[src/rtl/sdcmd_pkg.sv]
package sdcmd_pkg;
  typedef enum logic [3:0] {
    C_DESL = 4'd0, C_NOP = 4'd1, C_BST = 4'd2, C_RD = 4'd3,
    C_RDA = 4'd4, C_WR = 4'd5, C_WRA = 4'd6, C_ACT = 4'd7,
    C_PRE = 4'd8, C_PALL = 4'd9, C_REF = 4'd10, C_MRS = 4'd11,
    C_EMRS = 4'd12, C_SLEEP = 4'd13, C_EXIT = 4'd14, C_HOLD = 4'd15
  } cmd_e;

  typedef enum logic [2:0] {
    B_IDLE = 3'd0, B_ACTG = 3'd1, B_OPEN = 3'd2, B_RD = 3'd3,
    B_WR = 3'd4, B_WREC = 3'd5, B_PRE = 3'd6
  } bst_e;
endpackage

[src/rtl/sdcmd_decode.sv]
module sdcmd_decode
  import sdcmd_pkg::*;
(
  input  logic cke,
  input  logic cke_q,
  input  logic cs_n,
  input  logic ras_n,
  input  logic cas_n,
  input  logic we_n,
  input  logic ba0,
  input  logic a10,
  output cmd_e cmd,
  output logic exit_bad,
  output logic sleep_bad
);
  logic [2:0] pins;
  logic       quiet_pat;

  always_comb begin
    pins      = {ras_n, cas_n, we_n};
    quiet_pat = cs_n || (pins == 3'b111);
    cmd       = C_DESL;
    exit_bad  = 1'b0;
    sleep_bad = 1'b0;
    if (!cke_q && !cke) begin
      cmd = C_HOLD;
    end else if (!cke_q) begin
      cmd      = C_EXIT;
      exit_bad = !quiet_pat;
    end else if (!cke) begin
      cmd       = C_SLEEP;
      sleep_bad = !(quiet_pat || pins == 3'b001);
    end else if (!cs_n) begin
      case (pins)
        3'b111:  cmd = C_NOP;
        3'b110:  cmd = C_BST;
        3'b101:  cmd = a10 ? C_RDA : C_RD;
        3'b100:  cmd = a10 ? C_WRA : C_WR;
        3'b011:  cmd = C_ACT;
        3'b010:  cmd = a10 ? C_PALL : C_PRE;
        3'b001:  cmd = C_REF;
        default: cmd = ba0 ? C_EMRS : C_MRS;
      endcase
    end
  end
endmodule

[src/rtl/sdcmd_bank.sv]
module sdcmd_bank
  import sdcmd_pkg::*;
#(
  parameter int TW = 6
) (
  input  logic          clk,
  input  logic          rst,
  input  cmd_e          cmd,
  input  logic          sel,
  input  logic          acc,
  input  logic [TW-1:0] t_rcd,
  input  logic [TW-1:0] t_rp,
  input  logic [TW-1:0] t_ras,
  input  logic [TW-1:0] t_rc,
  input  logic [TW-1:0] t_wr,
  input  logic [TW-1:0] t_bl,
  output bst_e          st,
  output logic          local_ill,
  output logic          local_tv
);
  logic [TW-1:0] ph, ras_left, rc_left;
  logic          ap;
  bst_e          eff;
  logic          open_row, apply;

  function automatic logic [TW-1:0] ld(input logic [TW-1:0] g);
    return (g == '0) ? '0 : g - 1'b1;
  endfunction

  always_comb begin
    eff = st;
    if (ph == '0 && st == B_ACTG) eff = B_OPEN;
    if (ph == '0 && st == B_PRE)  eff = B_IDLE;
    open_row  = eff inside {B_OPEN, B_RD, B_WR, B_WREC};
    local_ill = 1'b0;
    local_tv  = 1'b0;
    if (sel) begin
      case (cmd)
        C_ACT: begin
          local_ill = (eff != B_IDLE);
          local_tv  = (rc_left != '0);
        end
        C_RD, C_RDA, C_WR, C_WRA: local_ill = !open_row || ap;
        C_PRE, C_PALL: begin
          local_ill = (eff == B_ACTG) || (eff == B_PRE) || ap;
          local_tv  = (eff != B_IDLE) &&
                      ((ras_left != '0) || (st == B_WREC && ph != '0));
        end
        C_REF, C_MRS, C_EMRS, C_SLEEP: local_ill = (eff != B_IDLE);
        default: ;
      endcase
    end
  end

  assign apply = acc && sel;

  always_ff @(posedge clk) begin
    if (rst) begin
      st       <= B_IDLE;
      ph       <= '0;
      ras_left <= '0;
      rc_left  <= '0;
      ap       <= 1'b0;
    end else begin
      if (ras_left != '0) ras_left <= ras_left - 1'b1;
      if (rc_left != '0)  rc_left  <= rc_left - 1'b1;
      if (ph != '0)       ph       <= ph - 1'b1;
      if (apply && cmd == C_ACT) begin
        st       <= B_ACTG;
        ph       <= ld(t_rcd);
        ras_left <= ld(t_ras);
        rc_left  <= ld(t_rc);
      end else if (apply && cmd inside {C_RD, C_RDA, C_WR, C_WRA}) begin
        st <= (cmd inside {C_RD, C_RDA}) ? B_RD : B_WR;
        ph <= ld(t_bl);
        ap <= (cmd == C_RDA) || (cmd == C_WRA);
      end else if (apply && cmd inside {C_PRE, C_PALL} && eff != B_IDLE) begin
        st <= B_PRE;
        ph <= ld(t_rp);
      end else if (ph == '0) begin
        case (st)
          B_ACTG: st <= B_OPEN;
          B_RD, B_WREC: begin
            if (ap) begin
              st <= B_PRE;
              ph <= ld(t_rp);
              ap <= 1'b0;
            end else begin
              st <= B_OPEN;
            end
          end
          B_WR: begin
            st <= B_WREC;
            ph <= ld(t_wr);
          end
          B_PRE: st <= B_IDLE;
          default: ;
        endcase
      end
    end
  end

  // a precharging bank that has not finished only counts down
  a_r5_prech_counts: assert property (@(posedge clk) disable iff (rst)
    (st == B_PRE && ph != '0) |=> (st == B_PRE && ph == $past(ph) - 1'b1));
  // an activating bank whose gap has run out is usable on the next cycle
  a_r6_act_ready: assert property (@(posedge clk) disable iff (rst)
    (st == B_ACTG && ph == '0) |=> (st inside {B_OPEN, B_RD, B_WR, B_PRE}));
  // write recovery with auto-precharge always ends in precharge
  a_r9_ap_close: assert property (@(posedge clk) disable iff (rst)
    (st == B_WREC && ph == '0 && ap) |=> (st == B_PRE));
  // reset leaves the bank idle
  a_r11_reset_idle: assert property (@(posedge clk)
    rst |=> (st == B_IDLE && ph == '0));
endmodule

[src/rtl/sdram_cmd_tracker.sv]
module sdram_cmd_tracker
  import sdcmd_pkg::*;
#(
  parameter int NB = 4,
  parameter int TW = 6,
  localparam int BAW = $clog2(NB)
) (
  input  logic            clk,
  input  logic            rst,
  input  logic            cke,
  input  logic            cs_n,
  input  logic            ras_n,
  input  logic            cas_n,
  input  logic            we_n,
  input  logic [BAW-1:0]  ba,
  input  logic            a10,
  input  logic [TW-1:0]   cfg_rcd,
  input  logic [TW-1:0]   cfg_rp,
  input  logic [TW-1:0]   cfg_ras,
  input  logic [TW-1:0]   cfg_rc,
  input  logic [TW-1:0]   cfg_rrd,
  input  logic [TW-1:0]   cfg_rfc,
  input  logic [TW-1:0]   cfg_mrd,
  input  logic [TW-1:0]   cfg_wr,
  input  logic [TW-1:0]   cfg_bl,
  output logic [3:0]      cmd_o,
  output logic            illegal_o,
  output logic [3*NB-1:0] bank_state_o,
  output logic [NB-1:0]   timing_viol_o,
  output logic            gap_viol_o
);
  logic          cke_q;
  cmd_e          cmd;
  logic          exit_bad, sleep_bad;
  logic [NB-1:0] sel, lill, ltv, tv_set;
  logic          all_cmd, bank_cmd, illegal, acc, quiet;
  logic [TW-1:0] rrd_left, glob_left;

  function automatic logic [TW-1:0] ld(input logic [TW-1:0] g);
    return (g == '0) ? '0 : g - 1'b1;
  endfunction

  sdcmd_decode u_dec (
    .cke(cke), .cke_q(cke_q), .cs_n(cs_n), .ras_n(ras_n), .cas_n(cas_n),
    .we_n(we_n), .ba0(ba[0]), .a10(a10), .cmd(cmd),
    .exit_bad(exit_bad), .sleep_bad(sleep_bad)
  );

  assign all_cmd  = cmd inside {C_PALL, C_REF, C_MRS, C_EMRS, C_SLEEP};
  assign bank_cmd = cmd inside {C_RD, C_RDA, C_WR, C_WRA, C_ACT, C_PRE};
  assign illegal  = (|(sel & lill)) || exit_bad || sleep_bad;
  assign acc      = !illegal;
  assign quiet    = cmd inside {C_DESL, C_NOP, C_EXIT, C_HOLD};

  for (genvar b = 0; b < NB; b++) begin : g_bank
    bst_e st_b;
    assign sel[b] = all_cmd || (bank_cmd && ba == BAW'(b));
    sdcmd_bank #(.TW(TW)) u_bank (
      .clk(clk), .rst(rst), .cmd(cmd), .sel(sel[b]), .acc(acc),
      .t_rcd(cfg_rcd), .t_rp(cfg_rp), .t_ras(cfg_ras), .t_rc(cfg_rc),
      .t_wr(cfg_wr), .t_bl(cfg_bl), .st(st_b),
      .local_ill(lill[b]), .local_tv(ltv[b])
    );
    assign bank_state_o[3*b +: 3] = st_b;
    assign tv_set[b] = acc && sel[b] &&
                       (ltv[b] || (cmd == C_ACT && rrd_left != '0));
  end

  always_ff @(posedge clk) begin
    if (rst) begin
      cke_q         <= 1'b0;
      cmd_o         <= C_DESL;
      illegal_o     <= 1'b0;
      timing_viol_o <= '0;
      gap_viol_o    <= 1'b0;
      rrd_left      <= '0;
      glob_left     <= '0;
    end else begin
      cke_q         <= cke;
      cmd_o         <= cmd;
      illegal_o     <= illegal;
      timing_viol_o <= timing_viol_o | tv_set;
      if (acc && !quiet && glob_left != '0) gap_viol_o <= 1'b1;
      if (rrd_left != '0)  rrd_left  <= rrd_left - 1'b1;
      if (glob_left != '0) glob_left <= glob_left - 1'b1;
      if (acc && cmd == C_ACT) rrd_left <= ld(cfg_rrd);
      if (acc && cmd == C_REF) glob_left <= ld(cfg_rfc);
      else if (acc && cmd inside {C_MRS, C_EMRS}) glob_left <= ld(cfg_mrd);
    end
  end

  // while clock enable stays low the pins are not decoded
  a_r10_hold_quiet: assert property (@(posedge clk) disable iff (rst)
    (!cke_q && !cke) |=> (cmd_o == C_HOLD && !illegal_o));
  // an accepted refresh leaves every bank idle
  a_r3_ref_idle: assert property (@(posedge clk) disable iff (rst)
    (cmd == C_REF && acc) |=> (bank_state_o == '0));
  // per-bank gap flags never clear
  a_r7_sticky: assert property (@(posedge clk) disable iff (rst)
    (timing_viol_o != '0) |=>
      ((timing_viol_o & $past(timing_viol_o)) == $past(timing_viol_o)));
  // the refresh/mode gap flag never clears
  a_r8_sticky: assert property (@(posedge clk) disable iff (rst)
    gap_viol_o |=> gap_viol_o);
endmodule

[config.mk]
export PLATFORM = sky130hd
export DESIGN_NAME = sdram_cmd_tracker
export DESIGN_NICKNAME = d
export VERILOG_FILES = /design/src/rtl/sdcmd_pkg.sv /design/src/rtl/sdcmd_decode.sv /design/src/rtl/sdcmd_bank.sv /design/src/rtl/sdram_cmd_tracker.sv
export SDC_FILE = /design/constraint.sdc
export NUM_CORES = 1
export LEC_CHECK = 0
export BUFFER_PORTS_ARGS = -buffer_cell sky130_fd_sc_hd__buf_2
export CORE_MARGIN = 1.5
export CORE_UTILIZATION = 50
export CTS_BUF_LIST = sky130_fd_sc_hd__clkbuf_16
export DETAILED_ROUTE_END_ITERATION = 12
export PLACE_DENSITY = 0.68
export RECOVER_POWER = 25
export SLEW_MARGIN = 20
export SYNTH_ARGS = -nofsm -noshare
export SYNTH_HDL_FRONTEND = slang
export SYNTH_HIERARCHICAL = 1
export SYNTH_SLANG_ARGS = --single-unit
[constraint.sdc]
create_clock -name clk -period 15.7 [get_ports clk]
set_clock_uncertainty 0.15 [all_clocks]
set_input_delay 3.14 -clock clk [delete_from_list [all_inputs] [get_ports clk]]
set_output_delay 3.14 -clock clk [all_outputs]
set_load 0.02 [all_outputs]
-- Word-level counts from Yosys, hierarchy flattened
Index checks and enable logic that the tools add are counted.
- flip-flop bits (word level): 111
- latch bits: 0
- bits in writable memories: 0
- bits in read-only memories: 0
- memories: 0
- add/subtract/negate cells: 23
- multiply operators: 0
- divide/modulo/power cells: 0
- order comparisons: 0
- eq/ne operators: 72
- shifts and indexed selects: 0
- multiplexer cells: 137
- bitwise gates (word level): 6
- reduce and logical (&&, ||, !) cells: 192
- operators by type and width (operator ; number):
    $mux W6 ; 54
    $sub A6 B1 Y6 const B ; 23
    $reduce_bool A6 Y1 ; 19
    $eq A3 B3 Y1 const B ; 28
    $mux W3 ; 27
    $logic_not A6 Y1 ; 13
    $logic_and A1 B1 Y1 ; 51
    $pmux W3 S4 ; 4
    $pmux W6 S2 ; 4
    $eq A3 B2 Y1 const B ; 14
    $reduce_bool A2 Y1 ; 20
    $reduce_bool A4 Y1 ; 10
    $mux W1 ; 34
    $eq A4 B4 Y1 const B ; 8
    $logic_or A1 B1 Y1 ; 29
    $pmux W4 S7 ; 1
    $reduce_bool A7 Y1 ; 4
    $eq A3 B1 Y1 const B ; 9
    $reduce_bool A3 Y1 ; 9
    $reduce_or A2 Y1 ; 9
    $eq A4 B3 Y1 const B ; 4
    $mux W4 ; 4
    $reduce_and A2 Y1 ; 8
    $reduce_and A4 Y1 ; 4
    other kinds (17) ; 40

-- Depth between registers and ports, before layout
- word-level depth: 22
- gate-level depth with buffers: 22

-- Cells and area by module
Netlist, hierarchy kept.
- by module, submodules not included (module ; instances ; cells each ; area each (um^2)):
    sdcmd_bank at g_bank[0].u_bank ... ; 3 ; 329 ; 2439.8
    sdcmd_bank at g_bank[3].u_bank ; 1 ; 328 ; 2469.9
    sdram_cmd_tracker ; 1 ; 225 ; 1809.2
    sdcmd_decode ; 1 ; 30 ; 193.9

-- Worst setup path after synthesis
No wires, ideal clock.
- kind: in2reg
- start: input port we_n
- end: register g_bank[3].u_bank.ras_left[1]
- arrival time: 8.357 ns
- setup slack: 7.102 ns
- stages on the path: 20
- path buffers: 3
- cell sequence: clkbuf_2 > nor2b_1 > a21oi_1 > o31ai_1 > nand3_2 > o211a_1 > inv_1 > a21oi_1 > nand3b_1 > o211ai_1 > a41oi_2 > nand4b_4 > inv_1 > buf_2 > nand2_1 > or3_1 > buf_2 > a31o_2 > a2bb2oi_1 > a311oi_1
- cells in the longest elaborated chain, start to end: 19
- ends and longest elaborated chain (what ; RTL line ; text):
    start: declaration ; sdram_cmd_tracker.sv:14 ; input logic we_n,
    $eq A3 B1 Y1, or another cell as far along ; sdcmd_decode.sv:34 ; case (pins)
    $pmux W4 S7 (*) ; sdcmd_decode.sv:34 ;
    $mux W4 (*) ; sdcmd_decode.sv:33 ; end else if (!cs_n) begin
    $mux W4 (*) ; sdcmd_decode.sv:30 ; end else if (!cke) begin
    $mux W4 (*) ; sdcmd_decode.sv:27 ; end else if (!cke_q) begin
    $mux W4 (*) ; sdcmd_decode.sv:25 ; if (!cke_q && !cke) begin
    via cmd[2] ; sdram_cmd_tracker.sv:33 ; cmd_e cmd;
    $eq A4 B2 Y1, or another cell as far along ; sdram_cmd_tracker.sv:50 ; assign bank_cmd = cmd inside {C_RD, C_RDA, C_WR, C_WRA, C_ACT, C_PRE};
    [... 3 more ...] ; n/a ;
    via sel[1] ; sdram_cmd_tracker.sv:35 ; logic [NB-1:0] sel, lill, ltv, tv_set;
    [... 1 more ...] ; n/a ;
    via lill[1] ; sdram_cmd_tracker.sv:35 ;
    $and A4 B4 Y4 (*) ; sdram_cmd_tracker.sv:51 ; assign illegal = (|(sel & lill)) || exit_bad || sleep_bad;
    $reduce_or A4 Y1 (*) ; sdram_cmd_tracker.sv:51 ;
    $logic_or A1 B1 Y1 (*) (2 in series) ; sdram_cmd_tracker.sv:51 ;
    $logic_not A1 Y1 (*) ; sdram_cmd_tracker.sv:52 ; assign acc = !illegal;
    via acc ; sdram_cmd_tracker.sv:36 ; logic all_cmd, bank_cmd, illegal, acc, quiet;
    $logic_and A1 B1 Y1 (*) ; sdcmd_bank.sv:55 ; assign apply = acc && sel;
    $logic_and A1 B1 Y1 (*) ; sdcmd_bank.sv:68 ; if (apply && cmd == C_ACT) begin
    $mux W6 / $reduce_bool A2 Y1 (equally long branches) ; n/a ;
    end signal: assignment ; sdcmd_bank.sv:65 ; if (ras_left != '0) ras_left <= ras_left - 1'b1;
    end signal: assignment ; sdcmd_bank.sv:71 ; ras_left <= ld(t_ras);
    end: declaration ; sdcmd_bank.sv:21 ; logic [TW-1:0] ph, ras_left, rc_left;
Mark *: on every way through the listed nets, which the timed path passes. The rest lies on a longest branch.
A chain may end at the register's enable or synchronous reset.

-- Worst setup path after layout
- start: input port cas_n
- end: register g_bank[0].u_bank.ph[5]
- cells in the longest elaborated chain, start to end: 22
- ends and longest elaborated chain (what ; RTL line ; text):
    start: declaration ; sdram_cmd_tracker.sv:13 ; input logic cas_n,
    $eq A3 B1 Y1, or another cell as far along ; sdcmd_decode.sv:34 ;
    $pmux W4 S7 (*) ; sdcmd_decode.sv:34 ;
    $mux W4 (*) ; sdcmd_decode.sv:33 ;
    $mux W4 (*) ; sdcmd_decode.sv:30 ;
    $mux W4 (*) ; sdcmd_decode.sv:27 ;
    $mux W4 (*) ; sdcmd_decode.sv:25 ;
    via cmd[1] ; sdram_cmd_tracker.sv:33 ;
    $eq A4 B2 Y1, or another cell as far along ; sdram_cmd_tracker.sv:50 ;
    [... 3 more ...] ; n/a ;
    via sel[3] ; sdram_cmd_tracker.sv:35 ;
    [... 1 more ...] ; n/a ;
    via lill[3] ; sdram_cmd_tracker.sv:35 ;
    [... 1 more ...] ; n/a ;
    $reduce_or A4 Y1 (*) ; sdram_cmd_tracker.sv:51 ;
    $logic_or A1 B1 Y1 (*) (2 in series) ; sdram_cmd_tracker.sv:51 ;
    $logic_not A1 Y1 (*) ; sdram_cmd_tracker.sv:52 ;
    $logic_and A1 B1 Y1 (*) ; sdcmd_bank.sv:55 ;
    $logic_and A1 B1 Y1 (2 in series) ; sdcmd_bank.sv:77 ; end else if (apply && cmd inside {C_PRE, C_PALL} && eff != B_IDLE) begin
    $mux W6 ; sdcmd_bank.sv:77 ;
    $mux W6 ; sdcmd_bank.sv:73 ; end else if (apply && cmd inside {C_RD, C_RDA, C_WR, C_WRA}) begin
    $mux W6 (*) ; sdcmd_bank.sv:68 ;
    end signal: assignment ; sdcmd_bank.sv:70 ; ph <= ld(t_rcd);
    end signal: assignment ; sdcmd_bank.sv:75 ; ph <= ld(t_bl);
    end signal: assignment ; sdcmd_bank.sv:79 ; ph <= ld(t_rp);
    end: declaration ; sdcmd_bank.sv:21 ;
Marked as above.

==> results.md <==
- Status: complete, but fails checks
- Failing checks: capacitance limit, slew limit
- IO Pins: 86
- Setup WS post-layout: 5.83 ns
- Total Routing Usage GR: 27.2%
- Postcts setup bufs: 0
- Synth Cell Area: 11800 um^2
- Drt initial violations: 869
- Period utilization: 62.9%
- Area of the multi-input gates: 8880 um^2
- DRC viols: 0
- Area Overhead vs Synth: 7.11%
- Setup crit end kind: flop
- Die H: 157 um
- Design area: 12600 um^2
- CTS sink cnt: 111
- Nets: 1752
- Tot Pwr: 1.65 mW
- Max_cap viols: 2
- Row count: 56
- Lkg Pwr: 4.74 nW
- Ys async rst share: 0%
- Min cycle time layout: 9.87 ns
- Antenna Cells: 0
- Worst VDD drop: 0.103 mV
- DR WL/cell: 17.6 um
- Placed Instance Area: 12400 um^2
- DR vias: 12000
- Nature of the critical path startpoint: primary input
- Hold Crit Class: reg -> reg
- RSZ-0062 raised after global routing: false
- First-pass GRT wire length: 54.2 mm
- Root Driver: clkbuf_16
- Antenna viol nets, final: 0
- Dpl hpwl: 24.6 mm
- H-Tree Level Count: 3
- Initial core utilization: 50.5%
- Largest net degree at the start of global routing: 62
- Area of the die: 24500 um^2
- Later-pin clock latency in the skew report: 0.37 ns
- Slew Viols, Final: 113
- Ratio of cells with drive above 1 in the final layout: 9.44%
- Slew HR: -107%
- Vias in the first global route: 11000
- Port bufs: 85
- Final Util: 54.1%
- Dominant synthesized flop cell: dfxtp_1
- Setup TNS: 0 ns
- Number of flops mapped to enable cells by yosys: 0
- Total grt overflow: 0
- Synth Register Bits: 111
- CTS tree: built
- CTS resizes: 0
- Hold Vio Cnt, Final: 0
- Pwr per Cell Area: 130 nW/um^2
- Arr. time, crit path: 10.00 ns
- Max Fclk: 0.101 GHz
- Die X: 157 um
- Fillers: 2284
- Ys Warns: 6
- Antenna violations before repair: 0
- Flip-flop and latch area: 2220 um^2
- Buffer depth of the longest clock path: 2
- Gpl congestion: 0.921
- Cts hold-fix bufs: 0
- Seq/Total Area, Yosys: 18.8%
- CTS Buf Count: 9
- Synth cell types: 93
- Final wirelength: 33.9 mm
- Mapped Nets: 1716
- Mean Syn Cell Area: 7.51 um^2
- Avg Vias per Cell: 6.20
- Core Region: 23300 um^2
- Worst slew pin tran: 3.11 ns
- First drt pass iteration count: 5
- Mapped Cells: 1570
- Worst-path clk slew: 0.08 ns
- Crit path max fanout: 50
- Final Setup Violations: 0
- Post-place setup slack: 7.19 ns
- Worst path required time: 15.83 ns
- Crit Path Category: in -> reg
[through the flow]
stage	hold slack [ns]	std cells
floorplan	0.351	1570
global placement	0.300	1914
detailed placement	0.312	1914
CTS	0.330	1929
global route	0.374	1929
finish	0.335	1929
[worst max-delay path: stages]
cell and delay, ns:
clkbuf_1 0.33, or3_1 0.18, a21boi_0 0.13, o31ai_4 0.18
clkbuf_1 1.44, a21o_1 0.33, a21oi_1 0.10, nor3_1 0.65
o311ai_0 0.27, a21oi_1 0.19, o31a_1 0.19, nor4b_1 0.21
nand4b_1 0.53, inv_1 0.59, nand2_1 0.27, nor3_1 0.06
buf_4 0.19, nor2_1 0.55, o211ai_1 0.18, o311ai_1 0.26
[sequential cells by signal, indices dropped and copies added (netlist names)]
register                cells
cke_q                       1
cmd_o                       4
g_bank.u_bank/ap            4
g_bank.u_bank/ph           24
g_bank.u_bank/ras_left     24
g_bank.u_bank/rc_left      24
g_bank.u_bank/st           12
gap_viol_o                  1
glob_left                   6
illegal_o                   1
rrd_left                    6
timing_viol_o               4
[synth_stat cells, types with 25 or more instances]
cell type	n	share of area [%]
a211oi_1	33	2.1
a21oi_1	90	3.8
and2_1	38	2.0
clkbuf_1	40	1.3
dfxtp_1	111	19
ha_1	82	8.7
inv_1	101	3.2
nand2_1	87	2.8
nand2b_1	25	1.3
nand3_1	30	1.3
nor2_1	141	4.5
nor3_1	92	3.9
o211ai_1	27	1.7
o21ai_0	61	2.6
o22ai_1	44	2.3
or3_1	34	1.8
xnor2_1	85	6.3
xor2_1	53	3.9
[cell type report]
class,instances,area share [%]
Clock inverter,6,0.505
Tap cell,319,3.16
Sequential cell,111,17.6
Multi-Input combinational cell,1288,70.3
Timing Repair Buffer,94,3.61
Inverter,102,3.03
Clock buffer,9,1.78
[report_power, final]
group | leakage [nW] | internal [mW] | total, mW | switching (mW)
Clock | 0.139 | 0.112 | 0.237 | 0.125
Sequential | 0.917 | 0.386 | 0.481 | 0.0948
Combinational | 3.68 | 0.411 | 0.930 | 0.519
[per-layer routing]
metal | vias up | global-route usage (%) | wire, um
met2 | 360 | 45.8 | 15700
met1 | 5705 | 35.7 | 15400
met3 | 42 | 4.51 | 2240
met4 | 0 | 7.66 | 555
met5 | - | 0 | 0
li1 | 5845 | - | -
[cell usage in the layout, fill, tap and decap left out, drive strengths merged, types with 10 or more instances in the layout]
cell type  instances
and2              39
or3               34
o21a              14
o311ai            10
nor3b             22
and3b             13
nand3b            16
nand2             88
nor3              96
nand2b            25
inv              105
a21oi             90
or4               14
dfxtp            111
buf               68
xor2              53
xnor2             85
nor4              13
o21ai             84
ha                82
a2bb2oi           16
o211ai            27
o32ai             17
nand3             31
nor2             144
o31a              13
nor2b             23
o22ai             44
a211oi            33
a21boi            11
clkbuf            35
a31o              10
[worst paths after layout]
kind,start,slack (ns),cells after the start,end
worst max-delay path,cas_n,5.83,20,g_bank[0].u_bank/ph[5]
worst min-delay path,timing_viol_o[3],0.34,2,timing_viol_o[3]
worst max register to register,cke_q,8.94,17,g_bank[0].u_bank/ph[5]
worst min register to register,timing_viol_o[3],0.34,2,timing_viol_o[3]
[logic make-up after synthesis]
kind of cell,Yosys count,synth area share (%)
and+or+nand+nor,600,27.8
buffers and inverters,171,6.12
xor gates and xnor gates,138,10.2
muxes,9,0.828
DFF,111,18.8
adders and majority gates,82,8.70
AOI/OAI and AO/OA,459,27.5
(Power assumes the default switching activity.)
